==> src/rtl/cla_pkg.sv <==
package cla_pkg;

  // Generate/propagate pair handed from one lookahead level to the next.
  typedef struct packed {
    logic gen;
    logic prop;
  } pg_t;

  localparam int unsigned DEF_GRP_W = 4;
  localparam int unsigned DEF_GRP_N = 4;

endpackage

==> src/rtl/cla_bit_pg.sv <==
module cla_bit_pg #(
  parameter int unsigned W = 4
) (
  input  logic [W-1:0] a,
  input  logic [W-1:0] b,
  output logic [W-1:0] bit_g,
  output logic [W-1:0] bit_p,
  output logic [W-1:0] half_sum
);

  for (genvar i = 0; i < W; i++) begin : g_bit
    assign bit_g[i]    = a[i] & b[i];
    assign bit_p[i]    = a[i] | b[i];
    assign half_sum[i] = a[i] ^ b[i];
  end

endmodule

==> src/rtl/cla_lookahead.sv <==
// Fully expanded lookahead unit over N generate/propagate pairs.
// carry[i] is the carry entering position i (carry[0] = c_in).
// The group term summarises all N positions for the next level up.
module cla_lookahead
  import cla_pkg::*;
#(
  parameter int unsigned N = 4
) (
  input  logic [N-1:0] g,
  input  logic [N-1:0] p,
  input  logic         c_in,
  output logic [N-1:0] carry,
  output pg_t          grp
);

  logic term_in;
  logic term_g;
  logic any_g;

  // Sum of products for every carry; no carry feeds another carry.
  always_comb begin
    for (int i = 0; i < N; i++) begin
      term_in = c_in;
      for (int j = 0; j < i; j++) term_in = term_in & p[j];
      any_g = 1'b0;
      for (int j = 0; j < i; j++) begin
        term_g = g[j];
        for (int k = j + 1; k < i; k++) term_g = term_g & p[k];
        any_g = any_g | term_g;
      end
      carry[i] = term_in | any_g;
    end
  end

  logic grp_g_c;
  logic grp_p_c;
  logic run_g;

  always_comb begin
    grp_p_c = 1'b1;
    for (int j = 0; j < N; j++) grp_p_c = grp_p_c & p[j];
    grp_g_c = 1'b0;
    for (int j = 0; j < N; j++) begin
      run_g = g[j];
      for (int k = j + 1; k < N; k++) run_g = run_g & p[k];
      grp_g_c = grp_g_c | run_g;
    end
  end

  assign grp.gen  = grp_g_c;
  assign grp.prop = grp_p_c;

endmodule

==> src/rtl/cla_group.sv <==
// One first-level group: bit terms, in-group lookahead, sum bits and
// the group generate/propagate for the second level.
module cla_group
  import cla_pkg::*;
#(
  parameter int unsigned W = 4
) (
  input  logic [W-1:0] a,
  input  logic [W-1:0] b,
  input  logic         c_in,
  output logic [W-1:0] sum,
  output pg_t          grp
);

  logic [W-1:0] bit_g;
  logic [W-1:0] bit_p;
  logic [W-1:0] half_sum;
  logic [W-1:0] carry;

  cla_bit_pg #(.W(W)) u_pg (
    .a        (a),
    .b        (b),
    .bit_g    (bit_g),
    .bit_p    (bit_p),
    .half_sum (half_sum)
  );

  cla_lookahead #(.N(W)) u_la (
    .g     (bit_g),
    .p     (bit_p),
    .c_in  (c_in),
    .carry (carry),
    .grp   (grp)
  );

  // Sum uses the XOR of the inputs, never the OR propagate.
  assign sum = half_sum ^ carry;

endmodule

==> src/rtl/cla16_adder.sv <==
module cla16_adder
  import cla_pkg::*;
#(
  parameter int unsigned GRP_W = DEF_GRP_W,
  parameter int unsigned GRP_N = DEF_GRP_N
) (
  input  logic                   clk,
  input  logic                   rst,
  input  logic [GRP_W*GRP_N-1:0] a_in,
  input  logic [GRP_W*GRP_N-1:0] b_in,
  input  logic                   carry_in,
  output logic [GRP_W*GRP_N-1:0] sum_q,
  output logic                   carry_out_q,
  output logic                   blk_prop_q,
  output logic                   blk_gen_q
);

  localparam int unsigned DATA_W = GRP_W * GRP_N;

  pg_t                grp_pg [GRP_N];
  logic [GRP_N-1:0]   grp_g;
  logic [GRP_N-1:0]   grp_p;
  logic [GRP_N-1:0]   grp_cin;
  logic [DATA_W-1:0]  sum_c;
  pg_t                blk_pg;
  logic               cout_c;

  // First level: independent groups, each fed by the second level.
  for (genvar k = 0; k < GRP_N; k++) begin : g_grp
    cla_group #(.W(GRP_W)) u_grp (
      .a    (a_in[k*GRP_W +: GRP_W]),
      .b    (b_in[k*GRP_W +: GRP_W]),
      .c_in (grp_cin[k]),
      .sum  (sum_c[k*GRP_W +: GRP_W]),
      .grp  (grp_pg[k])
    );
    assign grp_g[k] = grp_pg[k].gen;
    assign grp_p[k] = grp_pg[k].prop;
  end

  // Second level: every group carry computed directly from group terms.
  cla_lookahead #(.N(GRP_N)) u_lvl2 (
    .g     (grp_g),
    .p     (grp_p),
    .c_in  (carry_in),
    .carry (grp_cin),
    .grp   (blk_pg)
  );

  assign cout_c = blk_pg.gen | (blk_pg.prop & carry_in);

  always_ff @(posedge clk) begin
    if (rst) begin
      sum_q       <= '0;
      carry_out_q <= 1'b0;
      blk_prop_q  <= 1'b0;
      blk_gen_q   <= 1'b0;
    end else begin
      sum_q       <= sum_c;
      carry_out_q <= cout_c;
      blk_prop_q  <= blk_pg.prop;
      blk_gen_q   <= blk_pg.gen;
    end
  end

  // ---------------- assertions ----------------
  logic rst_q = 1'b0;
  always_ff @(posedge clk) rst_q <= rst;

  // outputs cleared after a reset edge
  always @(negedge clk) begin
    if (rst_q) begin
      p_clear_r1: assert (sum_q == '0 && !carry_out_q && !blk_prop_q && !blk_gen_q)
        else $error("outputs not cleared by reset");
    end
  end

  // registered sum matches integer addition
  p_sum_r2: assert property (@(posedge clk) disable iff (rst)
    !rst |=> sum_q == DATA_W'($past(a_in) + $past(b_in) + DATA_W'($past(carry_in))));

  // carry-out matches bit DATA_W of the widened sum
  p_carry_r3: assert property (@(posedge clk) disable iff (rst)
    !rst |=> carry_out_q == (({1'b0, $past(a_in)} + {1'b0, $past(b_in)}
                              + {{DATA_W{1'b0}}, $past(carry_in)}) >> DATA_W) );

  // block propagate means every bit position propagates
  p_prop_r4: assert property (@(posedge clk) disable iff (rst)
    !rst |=> blk_prop_q == &($past(a_in) | $past(b_in)));

  // block generate means a carry without any carry-in
  p_gen_r5: assert property (@(posedge clk) disable iff (rst)
    !rst |=> blk_gen_q == ((({1'b0, $past(a_in)} + {1'b0, $past(b_in)}) >> DATA_W) != 0));

endmodule

==> config.mk <==
export PLATFORM = sky130hd
export DESIGN_NAME = cla16_adder
export DESIGN_NICKNAME = d
export VERILOG_FILES = /design/src/rtl/cla_pkg.sv /design/src/rtl/cla_bit_pg.sv /design/src/rtl/cla_lookahead.sv /design/src/rtl/cla_group.sv /design/src/rtl/cla16_adder.sv
export SDC_FILE = /design/constraint.sdc
export NUM_CORES = 1
export LEC_CHECK = 0
export BUFFER_PORTS_ARGS = -buffer_cell sky130_fd_sc_hd__buf_2
export CORE_UTILIZATION = 55
export CTS_BUF_LIST = sky130_fd_sc_hd__clkbuf_8
export DETAILED_ROUTE_END_ITERATION = 8
export GPL_TIMING_DRIVEN = 0
export PLACE_DENSITY = 0.86
export SYNTH_ARGS = -nofsm -noshare
export SYNTH_HDL_FRONTEND = slang
export SYNTH_SLANG_ARGS = --single-unit
==> constraint.sdc <==
create_clock -name clk -period 3.7 [get_ports clk]
set_clock_uncertainty 0.15 [all_clocks]
set_input_delay 0.74 -clock clk [delete_from_list [all_inputs] [get_ports clk]]
set_output_delay 0.74 -clock clk [all_outputs]
set_load 0.03 [all_outputs]
# Yosys cells after proc, flatten, opt, wreduce, memory -nomap -nowiden
# Cells that the tools add are included.
dict set report op_classes {
  n_bitwise 159
}
# op n
set op_table {}
lappend op_table {{1-bit bitwise AND} 77}
lappend op_table {{1-bit bitwise OR} 62}
lappend op_table {{1-bit XOR} 16}
lappend op_table {{4-bit XOR} 4}
dict set report totals {
  elab_cells 163
  ff_bits 19
  output_inout_bits 19
}

# Logic depth before layout (Yosys ltp)
dict set report logic_depth {
  word_depth 17
  mapped_depth 11
  mapped_depth_nobuf 11
}

# Hierarchy
# Synthesis repeated with hierarchy kept, for this count alone.
dict set report hier_totals {
  cells_unflattened 201
  area_unflattened_um2 1656.6
}
# mod n_inst seq_area_each_um2 cells_per_inst area_each_um2
set modules_own_cells {}
lappend modules_own_cells {cla_bit_pg 4 0.0 20 145.1}
lappend modules_own_cells {cla16_adder 1 380.4 40 535.5}
lappend modules_own_cells {cla_lookahead 5 0.0 13 80.1}
lappend modules_own_cells {cla_group 4 0.0 4 35.0}

# Worst setup path before layout
# OpenSTA, ideal clock, no wires.
dict set report synth_timing {
  kind {input port to flip-flop}
  start {input a_in[6]}
  end {register sum_q[12]}
  path_buffers 0
  cell_stages 9
  setup_slack_ns 1.109
  required_time_ns 3.436
  arrival_ns 2.327
  path_cell_list {inv_1 -> ha_1 -> nor4_2 -> a21bo_2 -> nand3_4 -> nand2_1 -> nand2_1 -> fa_1 -> nor2b_1}
}
dict set report synth_between {
  elab_chain_len 11
}
# element line_no
set synth_rtl {}
lappend synth_rtl {{from (decl)} cla16_adder.sv:9} ;# input logic [GRP_W*GRP_N-1:0] a_in,
lappend synth_rtl {{1-bit bitwise OR} cla_bit_pg.sv:13} ;# assign bit_p[i] = a[i] | b[i];
lappend synth_rtl {{1-bit bitwise AND (2 in a row)} cla_lookahead.sv:45} ;# for (int k = j + 1; k < N; k++) run_g = run_g & p[k];
lappend synth_rtl {{1-bit bitwise OR (3 in a row)} cla_lookahead.sv:46} ;# grp_g_c = grp_g_c | run_g;
lappend synth_rtl {{1-bit bitwise AND} cla_lookahead.sv:28} ;# for (int k = j + 1; k < i; k++) term_g = term_g & p[k];
lappend synth_rtl {{1-bit bitwise OR (2 in a row)} cla_lookahead.sv:29} ;# any_g = any_g | term_g;
lappend synth_rtl {{1-bit bitwise OR (*)} cla_lookahead.sv:31} ;# carry[i] = term_in | any_g;
lappend synth_rtl {{4-bit XOR (*)} cla_group.sv:37} ;# assign sum = half_sum ^ carry;
lappend synth_rtl {{via g_grp[3].u_grp.sum[0]} cla_group.sv:11} ;# output logic [W-1:0] sum,
lappend synth_rtl {{to (signal assigned)} cla16_adder.sv:59} ;# sum_q <= sum_c;
lappend synth_rtl {{to (decl)} cla16_adder.sv:12} ;# output logic [GRP_W*GRP_N-1:0] sum_q,
# Mark *: on every way through the listed nets, which the timed path passes. The rest lies on a longest branch.
# A chain may end at the register's enable or synchronous reset.

# Worst setup path in the final report
# Same ends and word-level chain as after synthesis.

==> run summary <==
Counting along the longest clock path gives a buffer depth of 2. In this run the power density over the cells is about 320 nW/µm². ha_1 takes more of the synthesized area than any other cell.

IR analysis of the VDD net gives a maximum drop of 0.000284 V. The area added between synthesis and finish came out at 21.4%. The detailed-route vias per instance came out at slightly above 5. The number of flops mapped to enable cells by yosys came out at 0. The count of nets left with antenna violations after detail routing came out at 0. The area inside the core boundary came out at 2780 µm².

The worst slew margin relative to its limit is 59.0%. The post-detailed-route wirelength per cell is 11.0 µm. STA classifies the critical path startpoint as an input pin. The final antenna diode count came out at 0. Leaving out fill and tap cells, the most frequent cell in the layout is buf_2.

The CTS buffer count is 3. The remaining global-route overflow is 0. Summed over all failing endpoints, the final setup total negative slack is 0 ns.

The overall die height came out at 56.5 µm. After synthesis the netlist holds a flip-flop and latch count of 19. The delay of the slowest critical-path stage is 0.40 ns.

For this run, the post-layout net count is 315. The via count of the first global-routing pass is 1,270. Prior to clock tree synthesis, the placed netlist has a worst setup slack of roughly 0.83 ns. The distinct cell type count after synthesis came out at 38. The tree is rooted in a clkbuf_8. The tool flagged a number of max-cap violations equal to 0. The number of antenna violations at the first check in global routing is 0. The fraction of layout cells with a size suffix above 1 came out at 29.2%. The number of buffers and inverters on the critical path is 2.

The total via count in the routed design is 1,377. The final design area excluding fillers is 1980 µm². The primary flip-flop cell chosen by synthesis mapping is dfxtp_1. The setup path with the least slack is of type input pin to flip-flop. Traced cell by cell, the critical path runs through buf_2 -> inv_1 -> ha_1 -> nor4_2 -> a21bo_2 -> nand3_4 -> nand2_1 -> nand2_1 -> fa_1 -> nor2b_1.

In this run the worst setup path begins at a_in[6]. The flow ran to the end, and the final reports show no timing, DRC or antenna violations. The die is 56.5 µm wide. The leakage power total is 0.00111 µW. The number of pins with negative max-slew slack in the final report is 0. The setup-violating endpoint count in the final report is 0. The number of sinks driven by the clock tree came out at 19. The post-route minimum period came out at between 2 and 3 ns.

The estimated wirelength of the detail-placed design came out at 2520 µm. The post-synth net total is approximately 260. The first-pass GRT wire length is 5090 µm.

The number of cells on the worst hold path came out at 3. The depth of the CTS H-tree is 1. The post-CTS clock slew at the launch and capture registers of the worst setup and hold paths is ~0.070 ns. The number of instances in the synthesized netlist came out at 186.

For hold timing, the worst endpoint is carry_out_q. The total number of yosys warnings came out at 0. The weighted congestion reported at the end of routability-driven placement is 0.858. The maximum number of pins on one net before global-route repair is 11. After layout, the worst path uses between 60% and 70% of the clock period. The number of optimization iterations in the first detailed-route pass is 4. The all-layer global routing usage came out at 20.3%.

The wire length reported by the detailed router came out at 3020 µm. The residual DRC count is 0. The post-synthesis sequential area ratio is 23.3%. In the layout the commonest cells are 53 x buf_2, 42 x inv_1, 32 x ha_1, 20 x nor2_1, 19 x dfxtp_1.

The clock tree from TritonCTS is yes. In this design, the critical path's most frequently occurring cell is nand2_1. At the worst endpoint, the arrival time is 2.58 ns.

Post-CTS timing repair inserted 0 buffers for setup. The mean cell area of the mapped netlist is 8.78 µm². Grouping stages by cell kind, the critical path spends the most delay in simple AND/OR/NAND/NOR gates. After synthesis the cells add up to 1630 µm². The die covers 3190 µm². Hold repair after CTS inserted 0 buffers. Setup slack closes at roughly 1.1 ns. The worst hold path begins at carry_in. The first-iteration detailed-routing DRC count is 32. The initial standard-cell utilization of the core came out at between 50% and 60%.

STA classifies the critical path endpoint as a flip-flop. The share of synthesized registers carrying an async set or reset came out at 0%. For this design, the slowest cell found on the critical path is fa_1. Yosys attributes the largest share of cell area to ha_1 25%, dfxtp_1 23%, inv_1 9.4%. The maximum clock frequency is 390 MHz. The number of port buffers came out at 53. For the pin with the worst max-slew slack, the measured transition is about 0.61 ns.

The required time at the worst-slack endpoint is 3.71 ns. The final hold violation count came out at 0. Setup repair after global routing left no endpoint under its margin. In this run the worst path has a maximum fanout of 6. In this run the worst hold path is classified as input pin to flip-flop. The placement row count came out at 19. The post-layout total power is 637 µW. 54 I/O pins were placed. The post-cts gate resize count is 0. The placed standard-cell area came out at about 1900 µm². After synthesis, the largest area contributor takes up 24.5% of total cell area.
## Yosys cell counts (2+ instances only)
| cell | count |
|---|---|
| a21oi_1 | 7 |
| dfxtp_1 | 19 |
| fa_1 | 4 |
| ha_1 | 32 |
| inv_1 | 41 |
| mux2_1 | 3 |
| nand2_1 | 8 |
| nand3_1 | 3 |
| nor2_1 | 20 |
| nor2b_1 | 10 |
| nor3_1 | 5 |
| nor4_2 | 2 |
| o21bai_1 | 2 |
| xnor2_1 | 4 |
| xor2_1 | 3 |
## metrics by stage
stage	instances	hold slack, ns	utilization (%)
floorplan	186	0.698	-
global placement	270	0.830	69.6
detailed placement	270	0.834	69.6
CTS	274	0.561	71.3
global route	274	0.590	71.3
finish	274	0.564	71.3
## worst max-delay path by stage
stage | end | slack (ns) | cells past startpoint
after floorplan | sum_q[12] | 1.11 | 9
after global placement | sum_q[12] | 0.88 | 10
after detailed placement | sum_q[12] | 0.83 | 10
after CTS | sum_q[12] | 1.11 | 10
after global routing | sum_q[12] | 0.95 | 10
final | sum_q[12] | 1.13 | 10
## kinds of logic after synthesis
kind of cell / count (synthesis) / synth area share (%)
xor gates and xnor gates: 7 / 3.75
AOI/OAI and AO/OA: 22 / 11.3
buffers and inverters: 44 / 11.2
and+or+nand+nor: 53 / 17.4
DFF: 19 / 23.3
muxes: 5 / 3.68
adders and majority gates: 36 / 29.4
## registers in the layout (all words and copies together) (netlist names)
register     count
carry_out_q      1
blk_prop_q       1
blk_gen_q        1
sum_q           16
## report_power, final
| part | total [µW] | switching, µW | internal (µW) |
|---|---|---|---|
| clock network | 149 | 74.5 | 74.1 |
| logic | 252 | 151 | 102 |
| registers | 236 | 5.48 | 230 |
## area by class of cell
class,instances,area [µm²]
clock buffer,3,41.3
sequential,19,380
inverter,42,158
buffer,2,25.0
multi-input combinational,123,1070
tap,31,38.8
timing repair buffer,53,265
clock inverter,1,3.75
fill,235,800
## worst min-delay path, delay by kind of cell
| family | cells | cell delay, ns |
|---|---|---|
| AND/OR/NAND/NOR | 1 | 0.05 |
| buffers and inverters | 1 | 0.10 |
| AO/OA/AOI/OAI | 1 | 0.06 |
## per-layer routing
| layer | global-route usage, % | share of wire, % | vias to the layer above |
|---|---|---|---|
| li1 | - | - | 704 |
| met2 | 36.5 | 49 | 41 |
| met1 | 23.6 | 45 | 627 |
| met3 | 2.76 | 4.8 | 5 |
| met4 | 9.06 | 1.7 | 0 |
| met5 | 0 | 0 | - |
(Power assumes the default switching activity.)
